**config.mk**
```make
export PLATFORM = sky130hd
export DESIGN_NAME = wbuf_reorder
export DESIGN_NICKNAME = d
export VERILOG_FILES = /design/src/rtl/wbuf_pkg.sv /design/src/rtl/wbuf_fifo.sv /design/src/rtl/wbuf_track.sv /design/src/rtl/wbuf_arb.sv /design/src/rtl/wbuf_reorder.sv
export SDC_FILE = /design/constraint.sdc
export NUM_CORES = 1
export LEC_CHECK = 0
export ABC_AREA = 0
export BUFFER_PORTS_ARGS = -buffer_cell sky130_fd_sc_hd__buf_4
export CAP_MARGIN = 20
export CORE_MARGIN = 5
export CORE_UTILIZATION = 40
export CTS_CLUSTER_SIZE = 30
export DETAILED_ROUTE_END_ITERATION = 6
export GPL_ROUTABILITY_DRIVEN = 0
export PLACE_DENSITY_LB_ADDON = 0.25
export SYNTH_ARGS = -nofsm -noshare
export SYNTH_HDL_FRONTEND = slang
export SYNTH_SLANG_ARGS = --single-unit
```
**constraint.sdc**
```tcl
create_clock -name clk -period 3.2 [get_ports clk]
set_input_delay 0.64 -clock clk [delete_from_list [all_inputs] [get_ports clk]]
set_output_delay 0.64 -clock clk [all_outputs]
set_load 0.02 [all_outputs]
```
**src/rtl/wbuf_pkg.sv**
```systemverilog
// Shared types for the posted write buffer.
package wbuf_pkg;

    // Source of the operation issued on the bus in the current cycle.
    typedef enum logic [1:0] {
        SRC_NONE   = 2'd0,
        SRC_READ   = 2'd1,
        SRC_DRAIN  = 2'd2,
        SRC_BYPASS = 2'd3
    } issue_src_e;

endpackage

```
**src/rtl/wbuf_fifo.sv**
```systemverilog
// Ring storage for posted writes: address, data and cache-hit flag per entry.
// Assumes the caller never pushes when full nor pops when empty.
module wbuf_fifo #(
    parameter int DEPTH = 4,
    parameter int AW    = 32,
    parameter int DW    = 32
) (
    input  logic          clk,
    input  logic          rst_n,
    input  logic          push,
    input  logic [AW-1:0] push_addr,
    input  logic [DW-1:0] push_data,
    input  logic          push_hit,
    input  logic          pop,
    output logic [AW-1:0] head_addr,
    output logic [DW-1:0] head_data,
    output logic          head_hit,
    output logic          full,
    output logic          empty
);
    localparam int PW = (DEPTH > 1) ? $clog2(DEPTH) : 1;
    localparam int CW = $clog2(DEPTH + 1);
    localparam bit POW2 = (DEPTH == (1 << PW));

    logic [AW-1:0] addr_mem [DEPTH];
    logic [DW-1:0] data_mem [DEPTH];
    logic [DEPTH-1:0] hit_mem;
    logic [PW-1:0] wp_q, rp_q, wp_nx, rp_nx;
    logic [CW-1:0] cnt_q;

    // Pointer advance: natural wrap for power-of-two depths, compare otherwise.
    generate
        if (POW2) begin : g_wrap_pow2
            assign wp_nx = wp_q + PW'(1);
            assign rp_nx = rp_q + PW'(1);
        end else begin : g_wrap_cmp
            assign wp_nx = (wp_q == PW'(DEPTH - 1)) ? '0 : wp_q + PW'(1);
            assign rp_nx = (rp_q == PW'(DEPTH - 1)) ? '0 : rp_q + PW'(1);
        end
    endgenerate

    // Pointer and occupancy update.
    always_ff @(posedge clk) begin
        if (!rst_n) begin
            wp_q  <= '0;
            rp_q  <= '0;
            cnt_q <= '0;
        end else begin
            if (push) wp_q <= wp_nx;
            if (pop)  rp_q <= rp_nx;
            if (push && !pop)      cnt_q <= cnt_q + CW'(1);
            else if (pop && !push) cnt_q <= cnt_q - CW'(1);
        end
    end

    // Entry storage, written at the tail.
    always_ff @(posedge clk) begin
        if (push) begin
            addr_mem[wp_q] <= push_addr;
            data_mem[wp_q] <= push_data;
            hit_mem[wp_q]  <= push_hit;
        end
    end

    // Head view and occupancy flags.
    always_comb begin
        head_addr = addr_mem[rp_q];
        head_data = data_mem[rp_q];
        head_hit  = hit_mem[rp_q];
        full      = (cnt_q == CW'(DEPTH));
        empty     = (cnt_q == '0);
    end

    a_r9_no_push_when_full: assert property (@(posedge clk) disable iff (!rst_n)
        full |-> !push);
    a_r4_no_pop_when_empty: assert property (@(posedge clk) disable iff (!rst_n)
        empty |-> !pop);
    a_r1_count_bounded: assert property (@(posedge clk) disable iff (!rst_n)
        cnt_q <= CW'(DEPTH));

endmodule

```
**src/rtl/wbuf_track.sv**
```systemverilog
// Tracks whether any stored write missed the cache and whether the single
// read reorder has been spent since the buffer was last empty.
// Assumes push/pop follow the storage and pop_hit is the head's hit flag.
module wbuf_track #(
    parameter int DEPTH = 4
) (
    input  logic clk,
    input  logic rst_n,
    input  logic push,
    input  logic push_hit,
    input  logic pop,
    input  logic pop_hit,
    input  logic buf_empty,
    input  logic reorder_fire,
    output logic all_hit,
    output logic reorder_used
);
    localparam int CW = $clog2(DEPTH + 1);

    logic [CW-1:0] miss_cnt_q;
    logic inc, dec;

    assign inc = push && !push_hit;
    assign dec = pop && !pop_hit;

    // Count of stored writes that missed the cache.
    always_ff @(posedge clk) begin
        if (!rst_n)          miss_cnt_q <= '0;
        else if (inc && !dec) miss_cnt_q <= miss_cnt_q + CW'(1);
        else if (dec && !inc) miss_cnt_q <= miss_cnt_q - CW'(1);
    end

    // Reorder-spent flag: set on a reorder, cleared when the buffer is empty.
    always_ff @(posedge clk) begin
        if (!rst_n)         reorder_used <= 1'b0;
        else if (buf_empty) reorder_used <= 1'b0;
        else if (reorder_fire) reorder_used <= 1'b1;
    end

    assign all_hit = (miss_cnt_q == '0);

    a_r7_single_reorder: assert property (@(posedge clk) disable iff (!rst_n)
        reorder_fire |-> !reorder_used);
    a_r8_clear_on_empty: assert property (@(posedge clk) disable iff (!rst_n)
        buf_empty |=> !reorder_used);
    a_r6_miss_no_underflow: assert property (@(posedge clk) disable iff (!rst_n)
        dec |-> (miss_cnt_q != '0));
    a_r6_empty_no_miss: assert property (@(posedge clk) disable iff (!rst_n)
        (buf_empty && !push) |=> all_hit);

endmodule

```
**src/rtl/wbuf_arb.sv**
```systemverilog
// Chooses the single bus operation of the cycle: qualifying read first,
// then the oldest stored write, then a pass-through write.
// Assumes read requests are held until granted.
module wbuf_arb
    import wbuf_pkg::*;
(
    input  logic       clk,
    input  logic       rst_n,
    input  logic       bus_rdy,
    input  logic       rd_req,
    input  logic       rd_miss,
    input  logic       wr_req,
    input  logic       buf_empty,
    input  logic       all_hit,
    input  logic       reorder_used,
    output issue_src_e src
);
    logic read_ok;

    // Read may go when nothing is stored, or as the single allowed reorder.
    assign read_ok = rd_req && (buf_empty || (rd_miss && all_hit && !reorder_used));

    // Fixed-priority selection of the bus operation.
    always_comb begin
        if (!bus_rdy)       src = SRC_NONE;
        else if (read_ok)   src = SRC_READ;
        else if (!buf_empty) src = SRC_DRAIN;
        else if (wr_req)    src = SRC_BYPASS;
        else                src = SRC_NONE;
    end

    a_r6_hit_read_waits: assert property (@(posedge clk) disable iff (!rst_n)
        (rd_req && !rd_miss && !buf_empty) |-> (src != SRC_READ));
    a_r11_idle_bus_silent: assert property (@(posedge clk) disable iff (!rst_n)
        !bus_rdy |-> (src == SRC_NONE));

endmodule

```
**src/rtl/wbuf_reorder.sv**
```systemverilog
// Top of the posted write buffer. Connects storage, miss/reorder tracking
// and the issue arbiter; muxes the bus fields and the cache-update strobe.
// Assumes the bus takes an operation in any cycle where bus_rdy is high.
module wbuf_reorder
    import wbuf_pkg::*;
#(
    parameter int DEPTH = 4,
    parameter int AW    = 32,
    parameter int DW    = 32
) (
    input  logic          clk,
    input  logic          rst_n,
    input  logic          wr_req,
    input  logic [AW-1:0] wr_addr,
    input  logic [DW-1:0] wr_data,
    input  logic          wr_hit,
    output logic          wr_full,
    output logic          cache_wr_en,
    input  logic          rd_req,
    input  logic [AW-1:0] rd_addr,
    input  logic          rd_miss,
    output logic          rd_grant,
    input  logic          bus_rdy,
    output logic          bus_issue,
    output logic          bus_we,
    output logic [AW-1:0] bus_addr,
    output logic [DW-1:0] bus_data
);
    issue_src_e src;
    logic push, pop, full, empty, all_hit, reorder_used, reorder_fire;
    logic [AW-1:0] head_addr;
    logic [DW-1:0] head_data;
    logic head_hit;

    wbuf_fifo #(.DEPTH(DEPTH), .AW(AW), .DW(DW)) u_fifo (
        .clk(clk), .rst_n(rst_n),
        .push(push), .push_addr(wr_addr), .push_data(wr_data), .push_hit(wr_hit),
        .pop(pop),
        .head_addr(head_addr), .head_data(head_data), .head_hit(head_hit),
        .full(full), .empty(empty)
    );

    wbuf_track #(.DEPTH(DEPTH)) u_track (
        .clk(clk), .rst_n(rst_n),
        .push(push), .push_hit(wr_hit),
        .pop(pop), .pop_hit(head_hit),
        .buf_empty(empty), .reorder_fire(reorder_fire),
        .all_hit(all_hit), .reorder_used(reorder_used)
    );

    wbuf_arb u_arb (
        .clk(clk), .rst_n(rst_n),
        .bus_rdy(bus_rdy), .rd_req(rd_req), .rd_miss(rd_miss), .wr_req(wr_req),
        .buf_empty(empty), .all_hit(all_hit), .reorder_used(reorder_used),
        .src(src)
    );

    // Core-side handshakes derived from the chosen operation.
    always_comb begin
        pop          = (src == SRC_DRAIN);
        push         = wr_req && !full && (src != SRC_BYPASS);
        reorder_fire = (src == SRC_READ) && !empty;
        rd_grant     = (src == SRC_READ);
        wr_full      = full;
        cache_wr_en  = wr_req && wr_hit && !full;
    end

    // Bus field selection per operation source.
    always_comb begin
        bus_issue = (src != SRC_NONE);
        bus_we    = (src == SRC_DRAIN) || (src == SRC_BYPASS);
        unique case (src)
            SRC_READ:   begin bus_addr = rd_addr;   bus_data = '0;        end
            SRC_DRAIN:  begin bus_addr = head_addr; bus_data = head_data; end
            SRC_BYPASS: begin bus_addr = wr_addr;   bus_data = wr_data;   end
            default:    begin bus_addr = '0;        bus_data = '0;        end
        endcase
    end

    a_r2_pass_through: assert property (@(posedge clk) disable iff (!rst_n)
        (bus_rdy && wr_req && !rd_req && empty) |-> (bus_issue && bus_we && bus_addr == wr_addr));
    a_r3_drain_when_free: assert property (@(posedge clk) disable iff (!rst_n)
        (bus_rdy && !rd_req && !empty) |-> (bus_issue && bus_we && bus_addr == head_addr));
    a_r10_cache_strobe: assert property (@(posedge clk) disable iff (!rst_n)
        cache_wr_en |-> (wr_req && wr_hit && !wr_full));
    a_r11_read_zero_data: assert property (@(posedge clk) disable iff (!rst_n)
        rd_grant |-> (!bus_we && bus_data == '0));

endmodule

```
### Word level (Yosys, flattened, before mapping)

Memory sizes are Yosys's and may differ from the RTL's. A register that Yosys moved wholly into a read port is not among the register bits.
Cells that the tools add are included.

| storage, ports and cells | value |
|---|---|
| word-level logic and storage cells | 76 |
| memories | 2 |
| RAM bits | 256 |
| flip-flop bits (word level) | 15 |
| output and inout port bits | 69 |
| input bits | 103 |

Memories:

| memory | words | width | rd ports | clocked after memory_dff | write ports | RTL line | RTL |
|---|---|---|---|---|---|---|---|
| u_fifo.addr_mem | 4 | 32 | 1 | 1 | 1 | wbuf_fifo.sv:25 | `logic [AW-1:0] addr_mem [DEPTH];` |
| u_fifo.data_mem | 4 | 32 | 1 | 1 | 1 | wbuf_fifo.sv:26 | `logic [DW-1:0] data_mem [DEPTH];` |

| operators by class | value |
|---|---|
| $lt $le $gt $ge | 3 |
| eq/ne operators | 5 |
| bitwise operators | 1 |
| multiplexer cells | 21 |
| add/sub/neg operators | 6 |
| reductions and logical operators | 32 |

Operator list:

| operator | number |
|---|---|
| $pmux W32 S3 | 1 |
| $pmux W32 S2 | 1 |
| $mux W2 | 8 |
| $logic_and A1 B1 Y1 | 15 |
| $mux W3 | 4 |
| $logic_not A1 Y1 | 9 |
| $add A3 B1 Y3 const B | 2 |
| $logic_not A3 Y1 | 2 |
| $lt A2 B3 Y1 const B | 2 |
| $reduce_bool A2 Y1 | 3 |
| $sub A3 B1 Y3 const B | 2 |
| $add A2 B1 Y2 const B | 2 |
| $bwmux W4 | 1 |
| $eq A2 B2 Y1 const B | 2 |
| $mux W1 | 4 |
| $eq A3 B3 Y1 const B | 1 |
| $bmux W1 S2 | 1 |
| $demux W1 S2 | 1 |
| $eq A2 B1 Y1 const B | 1 |
| $ge A2 B1 Y1 const B | 1 |
| $logic_or A1 B1 Y1 | 2 |
| $ne A2 B2 Y1 const B | 1 |
| $reduce_or A2 Y1 | 1 |
| $not A1 Y1 | 1 |

### Depth between registers and ports, before layout

Gate-level depths: netlist of the first run.

| logic depth | value |
|---|---|
| depth in word-level cells | 14 |
| depth in mapped cells | 12 |
| gate-level depth less buffers | 9 |

### Hierarchy

From an unflattened synthesis of the first run, not the netlist that was laid out.

| second synthesis, totals | value |
|---|---|
| cell total of the unflattened synthesis | 564 |
| area total of the unflattened synthesis | 11512.3 µm² |

By module, submodules not included:

| module | seq. area each (µm²) | area each (µm²) | times used | cells an instance |
|---|---|---|---|---|
| wbuf_fifo | 7987.7 | 9898.2 | 1 | 382 |
| wbuf_reorder | 0.0 | 1368.8 | 1 | 156 |
| wbuf_track | 80.1 | 203.9 | 1 | 20 |
| wbuf_arb | 0.0 | 41.3 | 1 | 6 |

### Worst setup path after synthesis of the first run

No wires, ideal clock.

| path | value |
|---|---|
| path kind | input to register |
| start point | input rd_req |
| end point | memory u_fifo.addr_mem[2][0] (enable) |
| buffers on the path | 0 |
| arrival time | 2725 ps |
| setup time | 430 ps |
| data required time | 2770 ps |
| cell stages on the path | 3 |
| setup slack | 45 ps |
| path through | inv_1 -> a311oi_2 -> and2_1 |

| between the ends | value |
|---|---|
| longest elaborated chain between the ends | 7 |

RTL lines:

| element | RTL line | RTL |
|---|---|---|
| start: declaration | wbuf_reorder.sv:19 | `input logic rd_req,` |
| $logic_and A1 B1 Y1 | wbuf_arb.sv:21 | `assign read_ok = rd_req && (buf_empty \|\| (rd_miss && all_hit && !reorder_used));` |
| $mux W2 | wbuf_arb.sv:26 | `else if (read_ok) src = SRC_READ;` |
| $mux W2 | wbuf_arb.sv:25 | `if (!bus_rdy) src = SRC_NONE;` |
| $ne A2 B2 Y1 | wbuf_reorder.sv:61 | `push = wr_req && !full && (src != SRC_BYPASS);` |
| $logic_and A1 B1 Y1 | wbuf_reorder.sv:61 |  |
| net push | wbuf_reorder.sv:30 | `logic push, pop, full, empty, all_hit, reorder_used, reorder_fire;` |
| $mux W1 | wbuf_fifo.sv:58 | `if (push) begin` |
| $mux W1 (implied by the code) | wbuf_fifo.sv:59 | `addr_mem[wp_q] <= push_addr;` |
| end: declaration | wbuf_fifo.sv:25 |  |

The timed path passes the listed nets, and every way through them passes these cells.

### Worst setup path after layout of the first run

| path | value |
|---|---|
| start point | register u_fifo.cnt_q[0] |
| end point | output bus_data[10] |

| between the ends | value |
|---|---|
| longest elaborated chain between the ends | 7 |
| elaborated cells on any way between the ends | 9 |
| those cells by class | 2 x eq/ne; 4 x mux; 3 x reduce/logical |

RTL lines:

| element | RTL line | RTL |
|---|---|---|
| start: declaration | wbuf_fifo.sv:29 | `logic [CW-1:0] cnt_q;` |
| start signal: assignment | wbuf_fifo.sv:51 | `if (push && !pop) cnt_q <= cnt_q + CW'(1);` |
| start signal: assignment | wbuf_fifo.sv:52 | `else if (pop && !push) cnt_q <= cnt_q - CW'(1);` |
| $logic_not A3 Y1 * | wbuf_fifo.sv:71 | `empty = (cnt_q == '0);` |
| $logic_or A1 B1 Y1 | wbuf_arb.sv:21 |  |
| $logic_and A1 B1 Y1 | wbuf_arb.sv:21 |  |
| $mux W2 * | wbuf_arb.sv:26 |  |
| $mux W2 * | wbuf_arb.sv:25 |  |
| $eq A2 B2 Y1 | wbuf_reorder.sv:72 | `unique case (src)` |
| $pmux W32 S2 * | wbuf_reorder.sv:72 |  |
| end: declaration | wbuf_reorder.sv:27 | `output logic [DW-1:0] bus_data` |

Mark *: on every way between the ends. The rest lies on a longest branch, timed or not.

==> impl_metrics.csv, run 1 <==
group,metric,value,unit
synthesis,ys_types,36,
detailed_routing,dr.pass1.iters,4,
timing,finalWorstSetupSlack,193,ps
cts,clockBufferDepth,3,
power_and_ir_drop,switching_power,3.55,mW
setup_path,worst-path-max-fanout,35,
setup_path,critPathRequiredTime,2560,ps
setup_path,startpoint_type,"flip-flop",
timing,hold_viol,0,
cts,postCtsHoldBufs,0,
power_and_ir_drop,comb_power_share,0.333,
die,initial_utilization,0.404,
cts,clock_sinks,273,
detailed_routing,post_drt_wl_per_cell,22.2,um
setup_path,critical_path_buf_inv_count,3,
layout,fillers,2391,
global_route,grt_pass1_wl,42.2,mm
placement,dp_slack,420,ps
layout,n_antenna_cell,0,
global_route,grt_start_max_net_pins,43,
layout,fin_cells,1211,
timing,tns,0,ps
layout,final_cell_mix,"260 x edfxtp_1, 190 x buf_4, 65 x mux4_2, 41 x inv_1",
global_route,grt_usage,0.163,
synthesis,synth_edf_count,260,
placement,hpwl,16.7,mm
synthesis,synth-seq-area-share,0.696,
timing,finalSetupViolCount,0,
layout,ff_latch_area,8080,um2
detailed_routing,route.detailed.drc,0,
placement,dpl_cell_area,13400,um2
die,die_h,180,um
global_route,overflow,0,
synthesis,yosys_warnings,0,
timing,min_period,3010,ps
synthesis,syn_area,11600,um2
timing,fmax,333,MHz
layout,finalInstanceArea,14500,um2
detailed_routing,postRouteAntennaNets,0,
power_and_ir_drop,power.density,802,nW/um2
detailed_routing,wl,26.9,mm
timing,slew_violations,0,
die,boundaryPins,172,
power_and_ir_drop,irDropWorstVdd,0.000392,V
placement,portBuffers,171,
layout,drive_gt1_frac,0.418,
timing,final.setup_skew,6.52,ps
power_and_ir_drop,sequentialPowerShare,0.396,
cts,insertion_delay,530,ps
power_and_ir_drop,intPower,8.06,mW
power_and_ir_drop,swShare,0.306,
timing,rsz0062_at_grt,"false",
detailed_routing,drt-initial-drc-count,342,
cts,htreeDepth,1,
die,coreArea,28700,um2
cts,root_buffer,"clkbuf_16",
synthesis,synth_flop_cell,"edfxtp_1",
flow_run,drv_cap,0,
global_route,antenna_found_initial,0,
setup_path,cp_slowest_cell,"dfxtp_1",
setup_path,path_cells,"nor3_4 -> buf_6 -> and2_1 -> buf_6 -> a22o_1 -> buf_4",
power_and_ir_drop,power.share.clock,0.270,
global_route,grt_pass1_vias,7188,
timing,min_period_over_period,0.940,
setup_path,critPathMaxStageDelay,400,ps
synthesis,synth_seq_cells,273,
setup_path,cp_common_cell,"buf_6",
die,row_count,62,
power_and_ir_drop,p_leak,5.03,nW
cts,numCtsBuffers,28,
layout,final_common_cell,"edfxtp_1",
detailed_routing,avgViaCountPerCell,5.45,
detailed_routing,num_vias,6605,
cts,clk_pin_slew_worst_paths,60,ps
layout,final_util,0.504,
timing,max_slew.worst_pin.slew,595,ps
run_status,outcome,"complete, no violations",
synthesis,syn_nets,730,
die,die_area,32500,um2
synthesis,syn_inst,619,
die,die_x,180,um
timing,relSlewSlack,0.602,
setup_path,critPathKind,"flip-flop to primary output",
worst_hold_path,hp-class,"primary input to flip-flop",
layout,syn_to_final_growth,24.7,%
setup_path,cp.arrival,2370,ps
layout,final_nets,916,
layout,multi_input_area,3190,um2
synthesis,syn_avg_cell_area,18.7,um2
synthesis,async_flop_share,0,
setup_path,path_delay_family,"buffers and inverters",
cts,cts_tree,"built",
placement,dp_cells,1148,
setup_path,critPathCaptureType,"primary output",
## worst register-to-register path, stage by stage, from the launching register on
cell      delay [ps]
dfxtp_1          500
nor3b_1          180
a311oi_2         300
buf_4            210
ha_1             200
inv_1             80
fa_1             430
xor2_1           190
or3_1            320
a21oi_1          170
## area by class of cell
type,instances,share of cell area
Sequential cell,273,0.558
Multi-Input combinational cell,258,0.220
Timing Repair Buffer,203,0.115
Clock buffer,50,0.0598
Tap cell,384,0.0332
Inverter,41,0.0106
Clock inverter,2,0.00242
## cell families (layout without fill, tap and decap cells)
kind of cell	count (synthesis)	in the layout	share of synthesized area
AO/OA/AOI/OAI	109	110	0.0957
XOR/XNOR	4	4	0.00302
adder cells (fa/ha/maj)	8	8	0.00993
buffers and inverters	89	296	0.0339
flip-flops	273	273	0.696
multiplexers	72	72	0.132
AND/OR/NAND/NOR	64	64	0.0296
## synthesized netlist by cell type, types with 6 or more instances
library cell	number	area share
a22o_1	32	0.024
buf_2	14	0.0060
clkbuf_1	23	0.0074
dfxtp_1	13	0.022
edfxtp_1	260	0.67
ha_1	6	0.0065
inv_1	41	0.013
mux2i_1	7	0.0060
mux4_2	65	0.13
nand2_1	7	0.0023
nand3_1	33	0.014
o211ai_1	33	0.021
o311ai_2	27	0.038
## final timing paths
check / startpoint / end / slack, ps / depth (start not counted)
worst max-delay path: u_fifo.cnt_q[0] / bus_data[10] / 190 / 6
worst max register to register: u_fifo.cnt_q[0] / u_fifo.cnt_q[2] / 540 / 9
worst min-delay path: wr_data[0] / u_fifo.data_mem[1][0] / 320 / 1
worst min register to register: u_track.miss_cnt_q[2] / u_track.miss_cnt_q[2] / 490 / 2
## registers in the layout, indices dropped and copies added, names as in the netlist, named ones only
name	cells
u_fifo.addr_mem	128
u_track.miss_cnt_q	3
u_fifo.hit_mem	4
u_fifo.wp_q	2
u_track.reorder_used	1
u_fifo.cnt_q	3
u_fifo.data_mem	128
u_fifo.rp_q	2
## per-stage QoR
step,hold WS [ps],total power [mW]
2_1_floorplan,453,7.11
3_3_place_gp,462,8.27
3_5_place_dp,480,8.37
4_1_cts,287,11.6
5_1_grt,293,12.2
6_report,319,11.6
## power by group through the flow
stage / clock network, mW / logic (mW) / registers, mW
4_1_cts: 3.22 / 3.76 / 4.63
3_5_place_dp: 0 / 3.67 / 4.70
2_1_floorplan: 0 / 2.52 / 4.59
5_1_grt: 3.38 / 4.16 / 4.64
3_3_place_gp: 0 / 3.61 / 4.66
6_report: 3.14 / 3.87 / 4.60
## metal layers
metal  track usage  vias to the layer above  routed length (um)
met1         0.220                     3414               11500
met5             0                        -                   0
met4        0.0348                        0                 431
met2         0.278                      218               13400
met3        0.0317                       34                1640
li1              -                     2939                   -
## timing repair
item | in CTS | in global routing
cloned | 1 | 0
resized for setup | 3 | 3
endpoints found under the setup margin | 10 | 7
pin swaps | 0 | 1
setup buffers | 0 | 10
Power figures use the tool's default switching activity.
==> inputs of run 2 (changes only) <==
- MAX_ROUTING_LAYER: not set -> met4
- clock period: 3.2 -> 3.85 ns (I/O delays scaled with it)
==> run 2 against run 1 <==
Largest power group unchanged. Sequential power decreased by 16%. Clock-buffer cell count decreased by 14. Critical path depth decreased by 2. Largest cell class unchanged.
==> impl_metrics.csv, run 2 (synthesis results as in run 1) <==
group,metric,value,unit
power_and_ir_drop,power.share.clock,0.261,
power_and_ir_drop,p_leak,4.89,nW
layout,final_util,0.494,
setup_path,cp-startpoint,"u_track.miss_cnt_q[2]",
setup_path,critPathRequiredTime,3080,ps
die,row_count,62,
timing,hold_viol,0,
detailed_routing,dr.pass1.iters,4,
layout,drive_gt1_frac,0.405,
die,initial_utilization,0.404,
power_and_ir_drop,sequentialPowerShare,0.418,
worst_hold_path,hp-start,"wr_addr[15]",
power_and_ir_drop,swShare,0.315,
setup_path,critPathCaptureType,"primary output",
timing,fmax,290,MHz
power_and_ir_drop,power.density,654,nW/um2
setup_path,cp.arrival,2680,ps
detailed_routing,post_drt_wl_per_cell,22.2,um
placement,dp_slack,570,ps
timing,tns,0,ps
die,die_area,32500,um2
cts,cts_resized,0,
global_route,grt_pass1_wl,41.5,mm
layout,top_regs,"u_fifo.addr_mem (128), u_fifo.data_mem (128), u_fifo.hit_mem (4)",
setup_path,reg2reg_slack,850,ps
power_and_ir_drop,switching_power,2.92,mW
die,die_h,180,um
cts,htreeDepth,1,
detailed_routing,avgViaCountPerCell,5.53,
worst_hold_path,hp-class,"primary input to flip-flop",
global_route,overflow,0,
timing,slew_violations,0,
timing,min_period_over_period,0.896,
timing,max_slew.worst_pin.slew,733,ps
timing,relSlewSlack,0.510,
run_status,outcome,"complete, no violations",
detailed_routing,postRouteAntennaNets,0,
layout,syn_to_final_growth,22.2,%
global_route,antenna_found_initial,0,
power_and_ir_drop,intPower,6.35,mW
cts,clk_pin_slew_worst_paths,60,ps
cts,root_buffer,"clkbuf_16",
detailed_routing,wl,26.5,mm
cts,clock_sinks,273,
worst_hold_path,hold_depth,1,
placement,hpwl,16.5,mm
worst_hold_path,hold_end,"u_fifo.addr_mem[1][15]",
timing,final.setup_skew,10.4,ps
placement,portBuffers,171,
timing,finalSetupViolCount,0,
setup_path,critPathKind,"flip-flop to primary output",
layout,n_antenna_cell,0,
detailed_routing,num_vias,6589,
die,die_x,180,um
cts,insertion_delay,550,ps
global_route,grt_start_max_net_pins,39,
timing,hold_slack,434,ps
layout,final_cell_mix,"260 x edfxtp_1, 181 x buf_4, 65 x mux4_2, 41 x inv_1",
power_and_ir_drop,irDropWorstVdd,0.000321,V
flow_run,drv_cap,0,
global_route,grt_pass1_vias,7088,
timing,min_period,3450,ps
timing,finalWorstSetupSlack,402,ps
setup_path,worst-path-max-fanout,35,
setup_path,r2r-end,"u_track.miss_cnt_q[2]",
layout,final_nets,900,
setup_path,r2r-start,"u_fifo.cnt_q[0]",
setup_path,startpoint_type,"flip-flop",
global_route,grt_usage,0.165,
cts,cts_setup_buffers,0,
cts,clockBufferDepth,3,
cts,cts_tree,"built",
setup_path,r2r_cells,9,
cts,numCtsBuffers,29,
die,boundaryPins,172,
detailed_routing,drt-initial-drc-count,472,
layout,final_common_cell,"edfxtp_1",
die,coreArea,28700,um2
cts,postCtsHoldBufs,0,
timing,rsz0062_at_grt,"false",
power_and_ir_drop,comb_power_share,0.321,
detailed_routing,route.detailed.drc,0,
## run 2: changes by cell type in the layout (fill, tap and decap cells not counted), sizes merged
cell    before  now
buf        203  187
bufinv       1    0
clkbuf      50   36
clkinv       1   13
inv         41   42
o41a         2    1
## run 2: worst max path at each step
stage               slack (ps)  depth (start not counted)               endpoint
floorplan                  570                          3  u_fifo.addr_mem[0][0]
global placement           700                         10  u_track.miss_cnt_q[2]
detailed placement         570                         10  u_track.miss_cnt_q[2]
CTS                        340                          4           bus_addr[29]
global route               170                          4           bus_addr[19]
finish                     400                          4            bus_addr[4]
## run 2: layout make-up
type	instances	area (um2)
fill	2445	14500
sequential	273	8080
multi-input combinational	257	3160
timing repair buffer	187	1480
clock buffer	36	752
tap	384	480
inverter	41	154
clock inverter	14	65.1
## run 2: power groups by stage
stage          Sequential, mW  Clock [mW]  Combinational (mW)
6_report                 3.87        2.42                2.98
5_1_grt                  3.91        2.62                3.19
4_1_cts                  3.88        2.48                3.04
3_5_place_dp             3.94           0                3.03
3_3_place_gp             3.90           0                2.97
2_1_floorplan            3.82           0                2.09
## run 2: per-layer routing
metal,vias to the layer above,part of all wire,routed length [um],global-route usage
met4,0,0.016,413,0.0293
li1,2897,-,-,-
met5,-,0,0,-
met1,3431,0.44,11500,0.225
met2,222,0.49,12900,0.266
met3,39,0.060,1600,0.0297
## run 2: metrics by stage
step	power (mW)	cells	cell area [um2]
global placement	6.87	1142	13400
floorplan	5.91	619	11600
global route	9.73	1192	14200
detailed placement	6.97	1142	13400
CTS	9.40	1192	14200
finish	9.26	1192	14200
## run 2: worst max-delay path, stage by stage, from the launching register on
cell      delay [ps]
dfxtp_1          310
or2_1            490
o41a_4           710
o311ai_0         400
buf_4            210
==> inputs of run 3 (changes only) <==
==> constraint.sdc (replaced) <==
create_clock -name clk -period 3.85 [get_ports clk]
set_input_delay 0.9625 -clock clk [delete_from_list [all_inputs] [get_ports clk]]
set_output_delay 0.9625 -clock clk [all_outputs]
set_load 0.02 [all_outputs]
==> run 3 against run 2 <==
Sequential power is essentially flat. Wire length grew 0.49%. Critical path depth grew 2. Combinational power grew 2%. Design area grew 1.6%. Critical path type unchanged.
==> impl_metrics.csv, run 3 (synthesis results as in run 1) <==
group,metric,value,unit
detailed_routing,avgViaCountPerCell,5.47,
placement,dp_cells,1152,
global_route,overflow,0,
setup_path,critical_path_buf_inv_count,3,
power_and_ir_drop,sequentialPowerShare,0.399,
die,boundaryPins,172,
setup_path,reg2reg_slack,940,ps
power_and_ir_drop,comb_power_share,0.316,
die,row_count,62,
power_and_ir_drop,irDropWorstVdd,0.000422,V
power_and_ir_drop,power.share.clock,0.285,
timing,tns,0,ps
layout,finalInstanceArea,14400,um2
setup_path,r2r-end,"u_track.miss_cnt_q[2]",
global_route,antenna_found_initial,0,
flow_run,drv_cap,0,
timing,max_slew.worst_pin.slew,622,ps
cts,insertion_delay,540,ps
die,coreArea,28700,um2
detailed_routing,dr.pass1.iters,4,
layout,n_antenna_cell,0,
setup_path,path_cells,"nor3_4 -> buf_4 -> and2_1 -> buf_4 -> a22o_1 -> buf_4",
setup_path,critPathRequiredTime,2890,ps
layout,final_nets,909,
global_route,grt_pass1_vias,7162,
placement,hpwl,17.1,mm
detailed_routing,post_drt_wl_per_cell,22.1,um
setup_path,cp_slowest_cell,"dfxtp_1",
global_route,grt_usage,0.165,
detailed_routing,drt-initial-drc-count,386,
power_and_ir_drop,power.density,670,nW/um2
cts,root_buffer,"clkbuf_16",
timing,final.setup_skew,20.4,ps
setup_path,crit_cells,6,
layout,syn_to_final_growth,24.1,%
placement,dpl_cell_area,13500,um2
cts,cts_setup_buffers,0,
setup_path,critPathCapture,"bus_data[12]",
setup_path,cp.arrival,2470,ps
setup_path,critPathMaxStageDelay,400,ps
setup_path,cp-startpoint,"u_fifo.cnt_q[0]",
global_route,grt_pass1_wl,41.4,mm
run_status,outcome,"complete, no violations",
die,die_x,180,um
power_and_ir_drop,switching_power,2.92,mW
cts,postCtsHoldBufs,0,
setup_path,r2r-start,"u_fifo.cnt_q[0]",
timing,fmax,291,MHz
cts,clk_pin_slew_worst_paths,60,ps
layout,final_cell_mix,"260 x edfxtp_1, 189 x buf_4, 65 x mux4_2, 41 x inv_1",
worst_hold_path,hp-class,"flip-flop to flip-flop",
setup_path,critPathKind,"flip-flop to primary output",
setup_path,cp_common_cell,"buf_4",
setup_path,startpoint_type,"flip-flop",
power_and_ir_drop,p_leak,5.00,nW
die,die_h,180,um
timing,relSlewSlack,0.585,
timing,min_period,3440,ps
setup_path,r2r_cells,11,
setup_path,worst-path-max-fanout,32,
layout,top_regs,"u_fifo.addr_mem (128), u_fifo.data_mem (128), u_fifo.hit_mem (4)",
worst_hold_path,hp-start,"u_track.miss_cnt_q[2]",
timing,hold_viol,0,
timing,rsz0062_at_grt,"false",
die,initial_utilization,0.404,
cts,clockBufferDepth,3,
layout,final_common_cell,"edfxtp_1",
placement,portBuffers,171,
layout,drive_gt1_frac,0.414,
cts,numCtsBuffers,28,
power_and_ir_drop,intPower,6.72,mW
timing,finalSetupViolCount,0,
setup_path,path_delay_family,"buffers and inverters",
detailed_routing,route.detailed.drc,0,
worst_hold_path,hold_depth,2,
power_and_ir_drop,swShare,0.303,
cts,clock_sinks,273,
cts,htreeDepth,1,
layout,final_util,0.501,
detailed_routing,postRouteAntennaNets,0,
detailed_routing,num_vias,6577,
timing,min_period_over_period,0.893,
cts,cts_resized,0,
timing,slew_violations,0,
layout,fin_cells,1202,
cts,cts_tree,"built",
global_route,grt_start_max_net_pins,45,
die,die_area,32500,um2
detailed_routing,wl,26.6,mm
setup_path,critPathCaptureType,"primary output",
run 3: cell types whose count changed in the layout (fill, tap and decap cells not counted), sizes merged:
cell and delta:
buf +10, bufinv +5, clkinv -4, clkbuf -1, clkinvlp +1, inv -1
run 3: worst min path at each step:
stage	endpoint	slack [ps]
2_1_floorplan	u_track.miss_cnt_q[2]	450
3_3_place_gp	u_track.miss_cnt_q[2]	460
3_5_place_dp	u_track.miss_cnt_q[2]	480
4_1_cts	u_track.miss_cnt_q[2]	490
5_1_grt	u_fifo.rp_q[1]	540
6_report	u_track.miss_cnt_q[2]	490
run 3: area by class of cell:
| type | instances | area [um2] |
|---|---|---|
| fillers | 2411 | 14300 |
| flip-flops and latches | 273 | 8080 |
| multi-input cells | 257 | 3160 |
| repair buffers | 197 | 1580 |
| clock buffers | 35 | 748 |
| well taps | 384 | 480 |
| clock inverters | 15 | 195 |
| inverters | 41 | 154 |
run 3: metal layers:
metal / vias to the layer above / track usage / part of all wire
li1: 2917 / - / -
met2: 230 / 0.273 / 0.49
met4: 0 / 0.0396 / 0.023
met1: 3384 / 0.215 / 0.43
met5: - / - / 0
met3: 46 / 0.0311 / 0.058
run 3: worst min-delay path, stage by stage (launching register included):
cell and delay [ps]:
dfxtp_1 320, o21ai_0 70, a21oi_1 60
run 3: per-stage QoR:
step | setup WS [ps] | hold WS, ps | total power, mW
3_5_place_dp | 478 | 483 | 7.00
6_report | 414 | 493 | 9.64
4_1_cts | 373 | 492 | 9.77
5_1_grt | 270 | 543 | 10.1
3_3_place_gp | 541 | 464 | 6.91
2_1_floorplan | 373 | 453 | 5.91
run 3: power by group through the flow:
stage                     combinational (mW)  sequential [mW]  clock (mW)
after floorplan                         2.09             3.82           0
after global placement                  3.02             3.89           0
after detailed placement                3.08             3.92           0
after CTS                               3.09             3.86        2.81
after global routing                    3.27             3.89        2.95
final                                   3.04             3.85        2.75
